**src/rtl/pwm8_pkg.sv**
```systemverilog
package pwm8_pkg;
  localparam int CNT_W   = 8;
  localparam int PS_W    = 3;
  localparam int CMP_LSB = 8;
  localparam int POL_BIT = 4;

  localparam logic [1:0] A_CFG   = 2'd0;
  localparam logic [1:0] A_CLK   = 2'd1;
  localparam logic [1:0] A_START = 2'd2;
  localparam logic [1:0] A_STOP  = 2'd3;

  typedef struct packed {
    logic [CNT_W-1:0] cmp;
    logic             pol;
    logic [PS_W-1:0]  ps;
  } pwm_cfg_t;

  localparam pwm_cfg_t CFG_RST = '{cmp: '0, pol: 1'b1, ps: '0};
endpackage

```
**src/rtl/pwm8_regs.sv**
```systemverilog
module pwm8_regs
  import pwm8_pkg::*;
#(
  parameter int PS_CODE_MAX = 6,
  parameter int DATA_W      = 16
) (
  input  logic              clk,
  input  logic              rst_n,
  input  logic              wr_en,
  input  logic [1:0]        wr_addr,
  input  logic [DATA_W-1:0] wr_data,
  output pwm_cfg_t          cfg_stage,
  output logic              clk_sel,
  output logic              start_stb,
  output logic              stop_stb
);
  localparam logic [PS_W-1:0] PS_CAP = PS_W'(PS_CODE_MAX);

  logic [PS_W-1:0] ps_in;

  always_comb begin
    ps_in = wr_data[PS_W-1:0];
    if (ps_in > PS_CAP) ps_in = PS_CAP;
  end

  assign start_stb = wr_en && (wr_addr == A_START) && wr_data[0];
  assign stop_stb  = wr_en && (wr_addr == A_STOP)  && wr_data[0];

  always_ff @(posedge clk) begin
    if (!rst_n) begin
      cfg_stage <= CFG_RST;
      clk_sel   <= 1'b0;
    end else if (wr_en) begin
      if (wr_addr == A_CFG) begin
        cfg_stage.cmp <= wr_data[CMP_LSB +: CNT_W];
        cfg_stage.pol <= wr_data[POL_BIT];
        cfg_stage.ps  <= ps_in;
      end
      if (wr_addr == A_CLK) clk_sel <= wr_data[0];
    end
  end
endmodule

```
**src/rtl/pwm8_handshake.sv**
```systemverilog
module pwm8_handshake #(
  parameter int STAT_LAT = 3
) (
  input  logic clk,
  input  logic rst_n,
  input  logic tick,
  input  logic start_stb,
  input  logic stop_stb,
  output logic running,
  output logic pend
);
  localparam int LW = (STAT_LAT < 2) ? 1 : $clog2(STAT_LAT);
  localparam logic [LW-1:0] LAST = LW'(STAT_LAT - 1);

  logic [LW-1:0] lat_q;
  logic          tgt_q;

  always_ff @(posedge clk) begin
    if (!rst_n) begin
      running <= 1'b0;
      pend    <= 1'b0;
      tgt_q   <= 1'b0;
      lat_q   <= '0;
    end else if (start_stb || stop_stb) begin
      pend  <= 1'b1;
      tgt_q <= start_stb;
      lat_q <= '0;
    end else if (pend && tick) begin
      if (lat_q == LAST) begin
        running <= tgt_q;
        pend    <= 1'b0;
        lat_q   <= '0;
      end else begin
        lat_q <= lat_q + 1'b1;
      end
    end
  end
endmodule

```
**src/rtl/pwm8_core.sv**
```systemverilog
module pwm8_core
  import pwm8_pkg::*;
#(
  parameter int PS_CODE_MAX = 6
) (
  input  logic             clk,
  input  logic             rst_n,
  input  logic             tick,
  input  logic             run,
  input  pwm_cfg_t         cfg_stage,
  output pwm_cfg_t         act_cfg,
  output logic [CNT_W-1:0] cnt_q,
  output logic             wrap,
  output logic             pwm_out
);
  localparam int PSC_W = (PS_CODE_MAX < 1) ? 1 : PS_CODE_MAX;
  localparam logic [CNT_W-1:0] CNT_MAX = '1;

  logic [PSC_W-1:0] ps_q;
  logic [PSC_W-1:0] ps_mask;
  logic             step;
  logic             hit;

  always_comb ps_mask = {PSC_W{1'b1}} >> (PSC_W - int'(act_cfg.ps));

  assign step = tick && ((ps_q & ps_mask) == ps_mask);
  assign wrap = run && step && (cnt_q == CNT_MAX);
  assign hit  = cnt_q < act_cfg.cmp;

  always_ff @(posedge clk) begin
    if (!rst_n) begin
      ps_q    <= '0;
      cnt_q   <= '0;
      act_cfg <= CFG_RST;
    end else begin
      if (!run) begin
        ps_q  <= '0;
        cnt_q <= '0;
      end else if (tick) begin
        ps_q <= wrap ? '0 : ps_q + 1'b1;
        if (step) cnt_q <= cnt_q + 1'b1;
      end
      if (!run || wrap) act_cfg <= cfg_stage;
    end
  end

  assign pwm_out = run ? (act_cfg.pol ? hit : !hit) : !act_cfg.pol;
endmodule

```
**src/rtl/pwm8_prescaled.sv**
```systemverilog
module pwm8_prescaled
  import pwm8_pkg::*;
#(
  parameter int PS_CODE_MAX = 6,
  parameter int STAT_LAT    = 3,
  parameter int DATA_W      = 16
) (
  input  logic              clk,
  input  logic              rst_n,
  input  logic              slow_ce,
  input  logic              sys_ce,
  input  logic              wr_en,
  input  logic [1:0]        wr_addr,
  input  logic [DATA_W-1:0] wr_data,
  output logic              pwm_out,
  output logic              pwm_running
);
  pwm_cfg_t         cfg_stage;
  pwm_cfg_t         act_cfg;
  logic [CNT_W-1:0] cnt_q;
  logic             clk_sel, start_stb, stop_stb, tick, wrap, pend;

  assign tick = clk_sel ? sys_ce : slow_ce;

  pwm8_regs #(.PS_CODE_MAX(PS_CODE_MAX), .DATA_W(DATA_W)) u_regs (
    .clk(clk), .rst_n(rst_n), .wr_en(wr_en), .wr_addr(wr_addr),
    .wr_data(wr_data), .cfg_stage(cfg_stage), .clk_sel(clk_sel),
    .start_stb(start_stb), .stop_stb(stop_stb)
  );

  pwm8_handshake #(.STAT_LAT(STAT_LAT)) u_hs (
    .clk(clk), .rst_n(rst_n), .tick(tick), .start_stb(start_stb),
    .stop_stb(stop_stb), .running(pwm_running), .pend(pend)
  );

  pwm8_core #(.PS_CODE_MAX(PS_CODE_MAX)) u_core (
    .clk(clk), .rst_n(rst_n), .tick(tick), .run(pwm_running),
    .cfg_stage(cfg_stage), .act_cfg(act_cfg), .cnt_q(cnt_q),
    .wrap(wrap), .pwm_out(pwm_out)
  );
endmodule

```
**config.mk**
```make
export PLATFORM = sky130hd
export DESIGN_NAME = pwm8_prescaled
export DESIGN_NICKNAME = d
export VERILOG_FILES = /design/src/rtl/pwm8_pkg.sv /design/src/rtl/pwm8_regs.sv /design/src/rtl/pwm8_handshake.sv /design/src/rtl/pwm8_core.sv /design/src/rtl/pwm8_prescaled.sv
export SDC_FILE = /design/constraint.sdc
export NUM_CORES = 1
export LEC_CHECK = 0
export CORE_MARGIN = 2
export CORE_UTILIZATION = 65
export CTS_CLUSTER_SIZE = 10
export DETAILED_ROUTE_END_ITERATION = 6
export DONT_BUFFER_PORTS = 1
export PLACE_DENSITY = 0.81
export SETUP_SLACK_MARGIN = 0.1
export SYNTH_ARGS = -nofsm -noshare
export SYNTH_HDL_FRONTEND = slang
export SYNTH_SLANG_ARGS = --single-unit
```
**constraint.sdc**
```tcl
create_clock -name clk -period 5.7 [get_ports clk]
set_input_delay 1.71 -clock clk [delete_from_list [all_inputs] [get_ports clk]]
set_output_delay 1.71 -clock clk [all_outputs]
set_load 0.01 [all_outputs]
```
==> impl_metrics.json, run 1 <==
{
  "status": "finished, final reports clean",
  "hp-class": "reg2reg",
  "die_area_sq_mm": 0.00378,
  "cts_hold_buf": 0,
  "maxSlewViolCount": 0,
  "cts_setup_buffers": 0,
  "seqPwrFrac_pct": 57.3,
  "drt_iter0_markers": 71,
  "endpoint_kind": "primary output",
  "period_needed_ps": 3790,
  "r2r_cells": 6,
  "placed_cell_area_sq_mm": 0.00216,
  "worst_slew_pin_slew_ps": 1190,
  "die_h_um": 61.5,
  "clk_pin_slew_ps": 140,
  "grt_pass1_wl_um": 6760,
  "p_sw_share_pct": 22.2,
  "setup_tns_ps": 0,
  "yosys_warnings": 0,
  "fillCellCount": 245,
  "cts-root-buf": "clkbuf_4",
  "maxSlewHeadroom_pct": 20.6,
  "synth_edf_count": 0,
  "synth_cell_types": 45,
  "p_switching_uw": 123,
  "gp_congestion": 0.822,
  "yosys_register_bits": 44,
  "max-clock-path-buffers": 2,
  "antenna_found_initial": 0,
  "dr_wl_met2_um": 1850,
  "rsz0062_at_grt": "false",
  "critical_path_required_ps": 3990,
  "r2r_start": "u_core.act_cfg[0]$_SDFFE_PN0P_",
  "post-route-period-util_pct": 66.4,
  "vias": 1662,
  "initial_core_util_pct": 69.2,
  "coreArea_sq_mm": 0.00310,
  "skew_ps": 11.6,
  "ys_seq_area_share_pct": 41.0,
  "power_frac_comb_pct": 5.5,
  "reg2reg_to": "u_core.act_cfg[3]$_SDFFE_PN1P_",
  "first_global_vias": 1543,
  "synth_area_sq_mm": 0.00215,
  "path_max_fanout": 6,
  "seq_area_sq_um": 881,
  "n_antenna_cell": 0,
  "drc": 0,
  "clkPwrFrac_pct": 37.2,
  "multi_input_area_sq_mm": 0.00117,
  "holdPathStages": 2,
  "cts_resized": 0,
  "timing_hold_violations_final": 0,
  "dp_hpwl_um": 2970,
  "avgSynthCellArea_sq_um": 8.98,
  "hold-path-endpoint": "u_regs.cfg_stage[11]$_SDFFE_PN0P_",
  "post_route_cells_drive_above_1_share_pct": 7.88,
  "final_common_cell": "dfxtp_1",
  "top_layer": "met4",
  "syn_nets": 272,
  "min_from": "u_regs.cfg_stage[11]$_SDFFE_PN0P_",
  "ir_worst_vdd_uv": 202,
  "setup_viol": 0,
  "regToRegSetupSlack_ps": 3270,
  "tritoncts": "built",
  "crit_path_start_kind": "flip-flop",
  "ant_nets": 0,
  "p_leak_nw": 0.832,
  "die_w_um": 61.5,
  "row_count": 20,
  "cap_violations": 0,
  "fmax_mhz": 264,
  "wl_met3_um": 160,
  "cts_buffers": 5,
  "met1_length_um": 1820,
  "area_growth_pct": 4.84,
  "drt-pass1-iter-count": 7,
  "path_class": "reg2out",
  "ios": 25,
  "async_flop_share_pct": 0,
  "grt_overflow_total": 0,
  "io_buffers": 0,
  "clock_latency_ps": 350,
  "drt_wl_total_um": 3860,
  "design_area_sq_mm": 0.00225,
  "pwr_density_cell_mw_per_mm2": 246,
  "internal_power_uw": 430,
  "synth_top_flop_cell": "dfxtp_1",
  "total_power_uw": 553,
  "vias_per_cell": 5.83,
  "grtUsageTotal_pct": 24.1,
  "final_cell_mix": "dfxtp_1 (44), nand2_1 (39), a21oi_1 (22)",
  "cts_sinks": 44,
  "htreeDepth": 2,
  "synth_cells": 239,
  "grt_start_max_net_pins": 19,
  "layout.nets": 273,
  "arrival_ps": 2080,
  "wl_per_cell_um": 13.5
}
==> final cells by class <==
cell class,instances,area share [%]
Inverter,14,2.34
Tap cell,44,2.45
Clock inverter,2,1.72
Clock buffer,6,2.28
Multi-Input combinational cell,175,52.1
Sequential cell,44,39.2
==> registers in the layout (all words and copies together), names as in the netlist <==
register and cells:
u_core.act_cfg 12, u_core.cnt_q 8, u_core.ps_q 6, u_hs.lat_q 2, u_hs.pend 1, u_hs.running 1
u_hs.tgt_q 1, u_regs.cfg_stage 12, u_regs.clk_sel 1
==> cell usage after synthesis (3+ instances only) <==
library cell	instances	area (sq um)
nand2b_1	4	25.0
or4_1	4	30.0
dfxtp_1	44	881
and2_1	4	25.0
ha_1	10	125
nor3_1	6	30.0
xnor2_1	4	35.0
inv_1	14	52.6
o31ai_1	3	22.5
a22o_1	11	96.3
nand3_1	8	40.0
o21ai_0	6	30.0
a21oi_1	22	110
nand2_1	39	146
nor2_1	8	30.0
clkbuf_1	3	11.3
nor2b_1	4	25.0
mux2i_1	4	40.0
==> power groups by stage <==
| stage | Sequential [mW] | Combinational, mW | Clock [mW] |
|---|---|---|---|
| finish | 0.317 | 0.0304 | 0.205 |
| global route | 0.318 | 0.0337 | 0.223 |
| CTS | 0.317 | 0.0305 | 0.210 |
| detailed placement | 0.324 | 0.0303 | 0 |
| global placement | 0.324 | 0.0284 | 0 |
| floorplan | 0.323 | 0.0278 | 0 |
==> metal layers <==
| layer | vias up | track usage, % |
|---|---|---|
| met5 | - | 0 |
| met4 | 0 | 6.08 |
| met3 | 4 | 7.35 |
| met2 | 33 | 40.9 |
| met1 | 772 | 30.0 |
| li1 | 853 | - |
==> worst max-delay path by stage <==
stage,startpoint,endpoint,slack (ps),depth (start not counted)
after CTS,u_core.cnt_q[4]$_SDFFE_PN0P_,pwm_out,1910,5
final,u_core.cnt_q[4]$_SDFFE_PN0P_,pwm_out,1910,5
after global routing,u_core.cnt_q[4]$_SDFFE_PN0P_,pwm_out,1820,5
after floorplan,u_core.act_cfg[8]$_SDFFE_PN0P_,pwm_out,2550,6
after global placement,u_core.cnt_q[4]$_SDFFE_PN0P_,pwm_out,2430,5
after detailed placement,u_core.cnt_q[4]$_SDFFE_PN0P_,pwm_out,2330,5
==> critical path: stages (launching register included) <==
cell and delay, ps:
dfxtp_1 460, ha_1 290, a21o_1 180, a211oi_1 320
o21ai_0 150, nor3_1 320
==> kinds of logic (layout without fill, tap and decap cells) <==
group | after synthesis | count (layout) | share of synthesized area (%)
AO/OA/AOI/OAI | 62 | 62 | 22.6
XOR/XNOR | 6 | 6 | 2.45
adder cells (fa/ha/maj) | 10 | 10 | 5.83
buffers and inverters | 20 | 22 | 4.37
flip-flops | 44 | 44 | 41.0
multiplexers | 5 | 5 | 2.39
AND/OR/NAND/NOR | 92 | 92 | 21.3
==> through the flow <==
step / setup WS [ps] / std cells / util, % / hold slack (ps)
2_1_floorplan: 2550 / 239 / - / 432
3_3_place_gp: 2430 / 277 / 69.6 / 446
3_5_place_dp: 2330 / 277 / 69.6 / 451
4_1_cts: 1910 / 285 / 72.5 / 468
5_1_grt: 1820 / 285 / 72.5 / 491
6_report: 1910 / 285 / 72.5 / 467
No activity file was read; power rests on OpenSTA's default activity.
==> run 2, diff against run 1 <==
--- a/config.mk
+++ b/config.mk
@@ -6,11 +6,11 @@
 export NUM_CORES = 1
 export LEC_CHECK = 0
 export CORE_MARGIN = 2
-export CORE_UTILIZATION = 65
+export CORE_UTILIZATION = 62
 export CTS_CLUSTER_SIZE = 10
 export DETAILED_ROUTE_END_ITERATION = 6
 export DONT_BUFFER_PORTS = 1
-export PLACE_DENSITY = 0.81
+export PLACE_DENSITY = 0.78
 export SETUP_SLACK_MARGIN = 0.1
 export SYNTH_ARGS = -nofsm -noshare
 export SYNTH_HDL_FRONTEND = slang
==> constraint.sdc (replaced) <==
create_clock -name clk -period 3.9 [get_ports clk]
set_input_delay 1.17 -clock clk [delete_from_list [all_inputs] [get_ports clk]]
set_output_delay 1.17 -clock clk [all_outputs]
set_load 0.01 [all_outputs]
==> run 2 against run 1 <==
  * Critical path depth stayed put
  * Core utilization is 6.0 points lower
  * Die area is 4.5% higher
  * Via count is 0.60% lower
  * Setup slack worse by 1200 ps
  * Non-clock buffer count is 1 higher
  * Critical path type unchanged
  * Highest routed layer unchanged
==> impl_metrics.json, run 2 (synthesis gave the netlist of run 1 again) <==
{
  "setup_viol": 0,
  "grt_start_max_net_pins": 19,
  "period_needed_ps": 3150,
  "dp_hpwl_um": 2720,
  "endpoint_kind": "primary output",
  "p_sw_share_pct": 24.6,
  "crit_path_start_kind": "flip-flop",
  "grt_pass1_wl_um": 6690,
  "drt_wl_total_um": 3650,
  "die_h_um": 62.8,
  "io_buffers": 0,
  "path_class": "reg2out",
  "skew_ps": 12.4,
  "worst_slew_pin_slew_ps": 568,
  "fillCellCount": 301,
  "max-clock-path-buffers": 2,
  "cap_violations": 0,
  "critical_path_required_ps": 2730,
  "cts_setup_buffers": 0,
  "area_growth_pct": 3.44,
  "fin_ws_ps": 749,
  "power_frac_comb_pct": 6.1,
  "ant_nets": 0,
  "clock_latency_ps": 360,
  "grt_overflow_total": 0,
  "post-route-period-util_pct": 80.8,
  "maxSlewViolCount": 0,
  "initial_core_util_pct": 64.3,
  "cts_buffers": 5,
  "cts_hold_buf": 0,
  "drt-pass1-iter-count": 4,
  "reg_top3": "u_core.act_cfg x12, u_regs.cfg_stage x12, u_core.cnt_q x8",
  "rsz0062_at_grt": "false",
  "hp-class": "reg2reg",
  "status": "finished, final reports clean",
  "cts_resized": 0,
  "clk_pin_slew_ps": 120,
  "gp_congestion": 0.798,
  "multi_input_area_sq_mm": 0.00117,
  "arrival_ps": 1980,
  "seq_area_sq_um": 881,
  "first_global_vias": 1533,
  "antenna_found_initial": 0,
  "timing_hold_violations_final": 0,
  "htreeDepth": 2,
  "final_cell_mix": "dfxtp_1 (44), nand2_1 (39), a21oi_1 (22)",
  "cts_sinks": 44,
  "vias_per_cell": 5.76,
  "tritoncts": "built",
  "vias": 1652,
  "pwr_density_cell_mw_per_mm2": 323,
  "ir_worst_vdd_uv": 261,
  "setup_tns_ps": 0,
  "fmax_mhz": 317,
  "ios": 25,
  "die_w_um": 62.8,
  "whs_ps": 463,
  "row_count": 21,
  "maxSlewHeadroom_pct": 62.1,
  "dp_slack_ps": 1130,
  "wl_per_cell_um": 12.7,
  "seqPwrFrac_pct": 64.5,
  "cts-root-buf": "clkbuf_4",
  "die_area_sq_mm": 0.00395,
  "n_antenna_cell": 0,
  "p_leak_nw": 0.816,
  "p_switching_uw": 176,
  "grtUsageTotal_pct": 21.2,
  "final_common_cell": "dfxtp_1",
  "post_route_cells_drive_above_1_share_pct": 7.88,
  "coreArea_sq_mm": 0.00334,
  "clkPwrFrac_pct": 29.3,
  "drc": 0,
  "layout.nets": 274,
  "path_max_fanout": 6,
  "drt_iter0_markers": 100,
  "internal_power_uw": 541
}
## run 2: metal layers
metal / vias up / share of wire [%] / track usage (%)
met1: 759 / 51 / 28.4
met5: - / 0 / 0
li1: 851 / - / -
met2: 35 / 42 / 31.9
met3: 7 / 5.3 / 6.67
met4: 0 / 1.7 / 8.33
## run 2: worst max-delay path, cell delays in order, from the launching register on
cell and delay, ps:
dfxtp_1 440, ha_1 280, a21o_1 180, a211oi_1 290
o21ai_0 140, nor3_1 310
## run 2: power groups by stage
| stage | Clock [mW] | Sequential [mW] | Combinational (mW) |
|---|---|---|---|
| 6_report | 0.210 | 0.463 | 0.0441 |
| 3_5_place_dp | 0 | 0.473 | 0.0441 |
| 2_1_floorplan | 0 | 0.472 | 0.0407 |
| 5_1_grt | 0.233 | 0.465 | 0.0501 |
| 3_3_place_gp | 0 | 0.473 | 0.0434 |
| 4_1_cts | 0.215 | 0.463 | 0.0443 |
## run 2: cell type report
cell class                      count  share of cell area (%)
Multi-Input combinational cell    175                    52.8
Sequential cell                    44                    39.7
Tap cell                           46                    2.59
Inverter                           14                    2.37
Clock buffer                        5                    1.69
Clock inverter                      2                   0.564
Timing Repair Buffer                1                   0.338
## run 2: worst paths after layout
kind,depth (start not counted),end,start,slack (ps)
max,5,pwm_out,u_core.cnt_q[4]$_SDFFE_PN0P_,750
min,2,u_regs.cfg_stage[10]$_SDFFE_PN0P_,u_regs.cfg_stage[10]$_SDFFE_PN0P_,460
max reg2reg,6,u_core.act_cfg[3]$_SDFFE_PN1P_,u_core.act_cfg[0]$_SDFFE_PN0P_,1540
min reg2reg,2,u_regs.cfg_stage[10]$_SDFFE_PN0P_,u_regs.cfg_stage[10]$_SDFFE_PN0P_,460
## run 2: metrics by stage
stage | util (%) | area, sq um | total power [mW] | instances
after floorplan | - | 2150 | 0.512 | 239
after global placement | 65.0 | 2170 | 0.516 | 280
after detailed placement | 65.0 | 2170 | 0.517 | 280
after CTS | 66.5 | 2220 | 0.723 | 287
after global routing | 66.5 | 2220 | 0.747 | 287
final | 66.5 | 2220 | 0.718 | 287
